<file path="config.mk">
export PLATFORM = sky130hd
export DESIGN_NAME = bcast_i2c_slave
export DESIGN_NICKNAME = d
export VERILOG_FILES = /design/src/rtl/bis_pkg.sv /design/src/rtl/bis_line_sync.sv /design/src/rtl/bis_byte_pick.sv /design/src/rtl/bis_ctrl_reg.sv /design/src/rtl/bis_bus_fsm.sv /design/src/rtl/bcast_i2c_slave.sv
export SDC_FILE = /design/constraint.sdc
export NUM_CORES = 1
export LEC_CHECK = 0
export BUFFER_PORTS_ARGS = -buffer_cell sky130_fd_sc_hd__clkbuf_2
export CAP_MARGIN = 10
export CORE_MARGIN = 5
export CORE_UTILIZATION = 55
export DETAILED_ROUTE_END_ITERATION = 8
export PLACE_DENSITY = 0.91
export SYNTH_ARGS = -nofsm -noshare
export SYNTH_HDL_FRONTEND = slang
export SYNTH_SLANG_ARGS = --single-unit
</file>
<file path="constraint.sdc">
create_clock -name clk -period 8.3 [get_ports clk]
set_input_delay 0.83 -clock clk [delete_from_list [all_inputs] [get_ports clk]]
set_output_delay 0.83 -clock clk [all_outputs]
set_load 0.02 [all_outputs]
</file>
<file path="src/rtl/bis_pkg.sv">
package bis_pkg;

  localparam int BYTE_W = 8;

  typedef enum logic [2:0] {
    ST_IDLE,
    ST_ADDR,
    ST_AACK,
    ST_WR,
    ST_WACK,
    ST_RD,
    ST_RACK
  } bus_state_t;

  typedef enum logic [2:0] {
    SRC_LINE16 = 3'd0,
    SRC_FMT2   = 3'd1,
    SRC_FMT1   = 3'd2,
    SRC_HDR_A  = 3'd3,
    SRC_HDR_B  = 3'd4
  } src_t;

  // Control byte to data-source selector, priority from bit 1 downwards
  function automatic src_t decode_src(input logic [BYTE_W-1:0] c);
    if (!c[1])      return SRC_LINE16;
    else if (!c[0]) return SRC_FMT2;
    else if (!c[2]) return SRC_FMT1;
    else if (!c[3]) return SRC_HDR_A;
    else            return SRC_HDR_B;
  endfunction

  // Received address byte against base address with strap in bit 0
  function automatic logic addr_hit(input logic [BYTE_W-1:0] rx,
                                    input logic strap,
                                    input logic [6:0] base);
    return rx[7:1] == {base[6:1], strap};
  endfunction

  // Saturating pointer step; the limit value selects the fill byte
  function automatic int unsigned next_index(input int unsigned i,
                                             input int unsigned lim);
    return (i >= lim) ? lim : i + 1;
  endfunction

endpackage

</file>
<file path="src/rtl/bis_line_sync.sv">
module bis_line_sync #(
  parameter int STAGES = 2
) (
  input  logic clk,
  input  logic rst_n,
  input  logic scl_i,
  input  logic sda_i,
  output logic scl_s,
  output logic sda_s,
  output logic scl_rise,
  output logic scl_fall,
  output logic start_ev,
  output logic stop_ev
);
  localparam int NLINES = 2;

  logic [NLINES-1:0] raw;
  logic [NLINES-1:0] synced;
  logic [NLINES-1:0] prev;

  assign raw = {sda_i, scl_i};

  genvar g;
  generate
    for (g = 0; g < NLINES; g++) begin : g_line
      logic [STAGES-1:0] chain;
      always_ff @(posedge clk or negedge rst_n) begin
        if (!rst_n) chain <= '1;
        else        chain <= {chain[STAGES-2:0], raw[g]};
      end
      assign synced[g] = chain[STAGES-1];
    end
  endgenerate

  always_ff @(posedge clk or negedge rst_n) begin
    if (!rst_n) prev <= '1;
    else        prev <= synced;
  end

  assign scl_s    = synced[0];
  assign sda_s    = synced[1];
  assign scl_rise =  synced[0] & ~prev[0];
  assign scl_fall = ~synced[0] &  prev[0];
  assign start_ev =  synced[0] & prev[0] &  prev[1] & ~synced[1];
  assign stop_ev  =  synced[0] & prev[0] & ~prev[1] &  synced[1];
endmodule

</file>
<file path="src/rtl/bis_byte_pick.sv">
module bis_byte_pick #(
  parameter int NBYTES = 16,
  parameter int IDX_W  = $clog2(NBYTES + 1)
) (
  input  logic [NBYTES*8-1:0] buf_i,
  input  logic [IDX_W-1:0]    sel_i,
  output logic [7:0]          byte_o
);
  always_comb begin
    byte_o = 8'hFF;
    for (int k = 0; k < NBYTES; k++) begin
      if (sel_i == IDX_W'(k)) byte_o = buf_i[k*8 +: 8];
    end
  end
endmodule

</file>
<file path="src/rtl/bis_ctrl_reg.sv">
module bis_ctrl_reg
  import bis_pkg::*;
(
  input  logic              clk,
  input  logic              rst_n,
  input  logic              wr_en,
  input  logic [BYTE_W-1:0] wr_data,
  output logic [BYTE_W-1:0] ctrl_o,
  output logic [2:0]        src_o
);
  always_ff @(posedge clk or negedge rst_n) begin
    if (!rst_n)     ctrl_o <= '0;
    else if (wr_en) ctrl_o <= wr_data;
  end

  assign src_o = decode_src(ctrl_o);
endmodule

</file>
<file path="src/rtl/bis_bus_fsm.sv">
module bis_bus_fsm
  import bis_pkg::*;
#(
  parameter int         NBYTES    = 16,
  parameter int         IDX_W     = $clog2(NBYTES + 1),
  parameter logic [6:0] ADDR_BASE = 7'h10
) (
  input  logic              clk,
  input  logic              rst_n,
  input  logic              scl_rise,
  input  logic              scl_fall,
  input  logic              start_ev,
  input  logic              stop_ev,
  input  logic              sda_s,
  input  logic              addr_strap,
  input  logic [BYTE_W-1:0] tx_byte,
  output logic [IDX_W-1:0]  pick_idx,
  output logic              sda_pull,
  output logic              busy,
  output logic              ctrl_wr_ev,
  output logic [BYTE_W-1:0] rx_byte,
  output logic              addr_hit_ev,
  output logic              nack_ev
);
  localparam int BIT_W = $clog2(BYTE_W + 1);
  localparam logic [BIT_W-1:0] LAST_BIT = BIT_W'(BYTE_W);

  bus_state_t        state;
  logic [BIT_W-1:0]  bitcnt;
  logic [BYTE_W-1:0] shreg;
  logic [BYTE_W-1:0] txreg;
  logic [IDX_W-1:0]  idx;
  logic              rw;
  logic              ack_q;
  logic              byte_done;
  logic [IDX_W-1:0]  idx_step;

  assign byte_done   = scl_fall && (bitcnt == LAST_BIT);
  assign idx_step    = IDX_W'(next_index(int'(idx), NBYTES));
  assign pick_idx    = (state == ST_RACK) ? idx_step : idx;
  assign rx_byte     = shreg;
  assign addr_hit_ev = (state == ST_ADDR) && byte_done &&
                       addr_hit(shreg, addr_strap, ADDR_BASE);
  assign ctrl_wr_ev  = (state == ST_WR) && byte_done;
  assign nack_ev     = (state == ST_RACK) && scl_fall && !ack_q;

  always_ff @(posedge clk or negedge rst_n) begin
    if (!rst_n) begin
      state    <= ST_IDLE;
      bitcnt   <= '0;
      shreg    <= '0;
      txreg    <= '0;
      idx      <= '0;
      rw       <= 1'b0;
      ack_q    <= 1'b0;
      sda_pull <= 1'b0;
      busy     <= 1'b0;
    end else if (start_ev) begin
      state    <= ST_ADDR;
      bitcnt   <= '0;
      idx      <= '0;
      sda_pull <= 1'b0;
      busy     <= 1'b0;
    end else if (stop_ev) begin
      state    <= ST_IDLE;
      sda_pull <= 1'b0;
      busy     <= 1'b0;
    end else begin
      unique case (state)
        ST_ADDR: begin
          if (scl_rise) begin
            shreg  <= {shreg[BYTE_W-2:0], sda_s};
            bitcnt <= bitcnt + 1'b1;
          end else if (byte_done) begin
            bitcnt <= '0;
            if (addr_hit_ev) begin
              state    <= ST_AACK;
              rw       <= shreg[0];
              sda_pull <= 1'b1;
              busy     <= 1'b1;
            end else begin
              state <= ST_IDLE;
            end
          end
        end
        ST_AACK: begin
          if (scl_fall) begin
            if (rw) begin
              state    <= ST_RD;
              txreg    <= tx_byte;
              sda_pull <= ~tx_byte[BYTE_W-1];
              bitcnt   <= BIT_W'(1);
            end else begin
              state    <= ST_WR;
              sda_pull <= 1'b0;
              bitcnt   <= '0;
            end
          end
        end
        ST_WR: begin
          if (scl_rise) begin
            shreg  <= {shreg[BYTE_W-2:0], sda_s};
            bitcnt <= bitcnt + 1'b1;
          end else if (byte_done) begin
            state    <= ST_WACK;
            sda_pull <= 1'b1;
            bitcnt   <= '0;
          end
        end
        ST_WACK: begin
          if (scl_fall) begin
            state    <= ST_IDLE;
            sda_pull <= 1'b0;
          end
        end
        ST_RD: begin
          if (scl_fall) begin
            if (bitcnt == LAST_BIT) begin
              state    <= ST_RACK;
              sda_pull <= 1'b0;
              bitcnt   <= '0;
            end else begin
              sda_pull <= ~txreg[BYTE_W-2];
              txreg    <= {txreg[BYTE_W-2:0], 1'b0};
              bitcnt   <= bitcnt + 1'b1;
            end
          end
        end
        ST_RACK: begin
          if (scl_rise) begin
            ack_q <= ~sda_s;
          end else if (scl_fall) begin
            if (ack_q) begin
              state    <= ST_RD;
              idx      <= idx_step;
              txreg    <= tx_byte;
              sda_pull <= ~tx_byte[BYTE_W-1];
              bitcnt   <= BIT_W'(1);
            end else begin
              state    <= ST_IDLE;
              sda_pull <= 1'b0;
              busy     <= 1'b0;
            end
          end
        end
        default: ;
      endcase
    end
  end
endmodule

</file>
<file path="src/rtl/bcast_i2c_slave.sv">
module bcast_i2c_slave
  import bis_pkg::*;
#(
  parameter int         NBYTES      = 16,
  parameter int         SYNC_STAGES = 2,
  parameter logic [6:0] ADDR_BASE   = 7'h10
) (
  input  logic                clk,
  input  logic                rst_n,
  input  logic                scl_i,
  input  logic                sda_i,
  input  logic                addr_strap_i,
  input  logic [NBYTES*8-1:0] rd_buf_i,
  output logic                sda_pull_o,
  output logic                busy_o,
  output logic [7:0]          ctrl_o,
  output logic [2:0]          src_sel_o
);
  localparam int IDX_W = $clog2(NBYTES + 1);

  logic              scl_s;
  logic              sda_s;
  logic              scl_rise;
  logic              scl_fall;
  logic              start_ev;
  logic              stop_ev;
  logic              addr_hit_ev;
  logic              nack_ev;
  logic              ctrl_wr_ev;
  logic [BYTE_W-1:0] rx_byte;
  logic [BYTE_W-1:0] tx_byte;
  logic [IDX_W-1:0]  pick_idx;

  bis_line_sync #(.STAGES(SYNC_STAGES)) sync_i (
    .clk(clk), .rst_n(rst_n), .scl_i(scl_i), .sda_i(sda_i),
    .scl_s(scl_s), .sda_s(sda_s), .scl_rise(scl_rise), .scl_fall(scl_fall),
    .start_ev(start_ev), .stop_ev(stop_ev)
  );

  bis_bus_fsm #(.NBYTES(NBYTES), .IDX_W(IDX_W), .ADDR_BASE(ADDR_BASE)) fsm_i (
    .clk(clk), .rst_n(rst_n), .scl_rise(scl_rise), .scl_fall(scl_fall),
    .start_ev(start_ev), .stop_ev(stop_ev), .sda_s(sda_s),
    .addr_strap(addr_strap_i), .tx_byte(tx_byte), .pick_idx(pick_idx),
    .sda_pull(sda_pull_o), .busy(busy_o), .ctrl_wr_ev(ctrl_wr_ev),
    .rx_byte(rx_byte), .addr_hit_ev(addr_hit_ev), .nack_ev(nack_ev)
  );

  bis_byte_pick #(.NBYTES(NBYTES), .IDX_W(IDX_W)) pick_i (
    .buf_i(rd_buf_i), .sel_i(pick_idx), .byte_o(tx_byte)
  );

  bis_ctrl_reg ctrl_i (
    .clk(clk), .rst_n(rst_n), .wr_en(ctrl_wr_ev), .wr_data(rx_byte),
    .ctrl_o(ctrl_o), .src_o(src_sel_o)
  );
endmodule

</file>
==> reports/results.tsv <==
metric	value	unit
dpl.hpwl	11850	um
path_clk_slew	0.09	ns
nFillCells	644	
ir_drop	0.1566	mV
syn_nets	652	
r2r_slack	4.24	ns
synth-simple-area-share	0.2413	
worst_hold_path.num_cells	0	
syn_area	4428	um^2
yosys_warnings	0	
fin_tns_setup	0	ns
finalHoldViolCount	0	
area_delta_synth_final	16.16	%
cts_htree_levels	2	
drive_gt1_frac	0.3549	
nets	770	
clk_path_buf_depth	2	
ys_ff_latch	45	
io_pins	146	
synthXorXnorAreaFrac	0.005934	
die_area	9945	um^2
antenna_found_initial	0	
root_buffer	clkbuf_8	
antenna_cells	0	
vias	5044	
numCtsBuffers	5	
finalCritPeriodShare	0.4891	
grt_pass1_wl	24470	um
worstPathMaxFanout	41	
mostFrequentLayoutCell	clkbuf_2	
grt_overflow	0	
insertion_delay	0.30	ns
r2r-end	fsm_i.txreg[1]$_DFFE_PN0P_	
fin_ws	4.241	ns
first_pass_iters	6	
synth_fa_ha_area_frac	0.01130	
tightestPinTransition	1.080	ns
synth-edff-count	0	
status	complete, no violations	
avgSynthCellArea	8.598	um^2
maxSlewViolCount	0	
clock.fmax	246.3	MHz
routed_wl	15560	um
r2r-start	fsm_i.idx[0]$_DFFE_PN0P_	
setup-violations-final	0	
drtIter0Drc	470	
drtAntennaViolNets	0	
min_period	4.059	ns
worstPathRequired	8.50	ns
row_count	32	
synthDistinctLibCells	90	
endpoint_kind	flop	
grt_usage	0.3026	
skew	0.01256	ns
core_area	7767	um^2
via_per_inst	6.853	
grt_max_degree	46	
synth-compound-area-share	0.3185	
start_util	0.5701	
grt_pass1_vias	4764	
async_reset_ff_frac	1.000	
crit_type	flop to flop	
ys.flop_type	dfrtp_1	
die_x	99.73	um
synth_top_family_by_area	compound AO/OA/AOI/OAI gates	
hold_class	flop to flop	
cts_tree	built	
cap_violations	0	
postCtsSetupRepairBufs	0	
p_per_area	130.1	nW/um^2
rsz0062_at_grt	no	
synth_cells	515	
synthMuxAreaShare	0.1000	
cp-start-kind	flop	
die_height	99.73	um
reg2reg_depth	10	
dp_worst_setup_slack	4.305	ns
port-buffer-count	145	
worstPathArrival	4.26	ns
gp_congestion	1.041	
wl_per_cell	21.14	um
drc	0	
hp-start	sync_i.g_line[0].chain[0]$_DFF_PN1_	
cts-hold-fix-buffers	0	
clock_sinks	45	
post_cts_resized	0	
holdPathEnd	sync_i.g_line[0].chain[1]$_DFF_PN1_	
yosysSeqAreaShare	0.2560	
slew_headroom	0.2802	
p_leak	2.227	nW
final_cell_mix	clkbuf_2 (145), nand2_1 (40), dfrtp_1 (39)	
==> flip-flops by register name (all words and copies together), names as in the netlist <==
name and flops:
fsm_i.state 3, fsm_i.rx_byte 8, sync_i.g_line.chain 4, ctrl_i.ctrl_o 8
fsm_i.ack_q 1, sync_i.prev 2, fsm_i.busy 1, fsm_i.txreg 7
fsm_i.rw 1, fsm_i.sda_pull 1, fsm_i.bitcnt 4, fsm_i.idx 5
==> worst max-delay path, stage by stage (launching register included) <==
cell,delay [ns]
dfrtp_1,0.34
buf_4,0.40
clkinv_1,0.34
ha_1,0.65
nand4bb_1,0.40
o32ai_2,0.35
nand2_1,0.49
o211ai_1,0.34
a32oi_1,0.13
o221a_1,0.33
o21a_1,0.18
==> metal layers <==
metal  global-route usage  share of wire  vias to the layer above
met5                    0              0                        -
met2               0.4813           0.46                      384
li1                     -              -                     2263
met4              0.09559          0.027                        0
met3              0.08626           0.14                       43
met1               0.3975           0.38                     2354
==> worst max path at each step <==
stage	start	to	slack [ns]	cells past startpoint
floorplan	fsm_i.idx[1]$_DFFE_PN0P_	fsm_i.txreg[3]$_DFFE_PN0P_	5.59	13
global placement	fsm_i.idx[0]$_DFFE_PN0P_	fsm_i.txreg[1]$_DFFE_PN0P_	4.48	10
detailed placement	fsm_i.idx[0]$_DFFE_PN0P_	fsm_i.txreg[1]$_DFFE_PN0P_	4.30	10
CTS	fsm_i.idx[0]$_DFFE_PN0P_	fsm_i.txreg[1]$_DFFE_PN0P_	4.28	10
global route	fsm_i.idx[0]$_DFFE_PN0P_	fsm_i.txreg[1]$_DFFE_PN0P_	4.01	10
finish	fsm_i.idx[0]$_DFFE_PN0P_	fsm_i.txreg[1]$_DFFE_PN0P_	4.24	10
==> power by group <==
group | total [mW] | switching [mW] | internal, mW
clock | 0.139 | 0.0794 | 0.0595
combinational | 0.210 | 0.104 | 0.107
sequential | 0.320 | 0.0605 | 0.260
==> per-stage QoR <==
step / util / hold WS, ns / cell area [um^2] / power [mW] / cells
2_1_floorplan: - / 0.3452 / 4428 / 0.4430 / 515
3_3_place_gp: 0.6509 / 0.3459 / 5056 / 0.5175 / 728
3_5_place_dp: 0.6509 / 0.3479 / 5056 / 0.5251 / 728
4_1_cts: 0.6622 / 0.3604 / 5144 / 0.6646 / 736
5_1_grt: 0.6622 / 0.3657 / 5144 / 0.7046 / 736
6_report: 0.6622 / 0.3580 / 5144 / 0.6693 / 736
==> cell type report <==
type / instances / area [um^2] / area share
sequential: 45 / 1134 / 0.2204
timing repair buffer: 149 / 755.7 / 0.1469
inverter: 11 / 41.29 / 0.008027
clock buffer: 6 / 72.57 / 0.01411
tap: 102 / 127.6 / 0.02481
multi-input combinational: 421 / 2998 / 0.5828
clock inverter: 2 / 15.01 / 0.002919
==> cells in the mapped netlist, types with 7 or more instances <==
library cell / count / area [um^2]
a21oi_1: 38 / 190.2
a221oi_1: 7 / 61.31
a22oi_1: 8 / 60.06
buf_2: 15 / 75.07
buf_4: 11 / 82.58
dfrtp_1: 39 / 975.9
inv_1: 9 / 33.78
mux2_2: 18 / 202.7
mux4_2: 8 / 180.2
nand2_1: 40 / 150.1
nand3_1: 15 / 75.07
nand4_1: 9 / 56.30
nor2_1: 36 / 135.1
nor3_1: 22 / 110.1
o211ai_1: 7 / 52.55
o21ai_0: 36 / 180.2
o22ai_1: 25 / 156.4
==> logic make-up (layout without fill, tap and decap cells) <==
| logic type | after synthesis | after routing |
|---|---|---|
| muxes | 32 | 32 |
| adders and majority gates | 4 | 4 |
| DFF | 45 | 45 |
| AOI/OAI and AO/OA | 197 | 197 |
| and+or+nand+nor | 185 | 185 |
| buffers and inverters | 49 | 168 |
| xor gates and xnor gates | 3 | 3 |
Note: power is estimated with default switching activity, not from simulation.
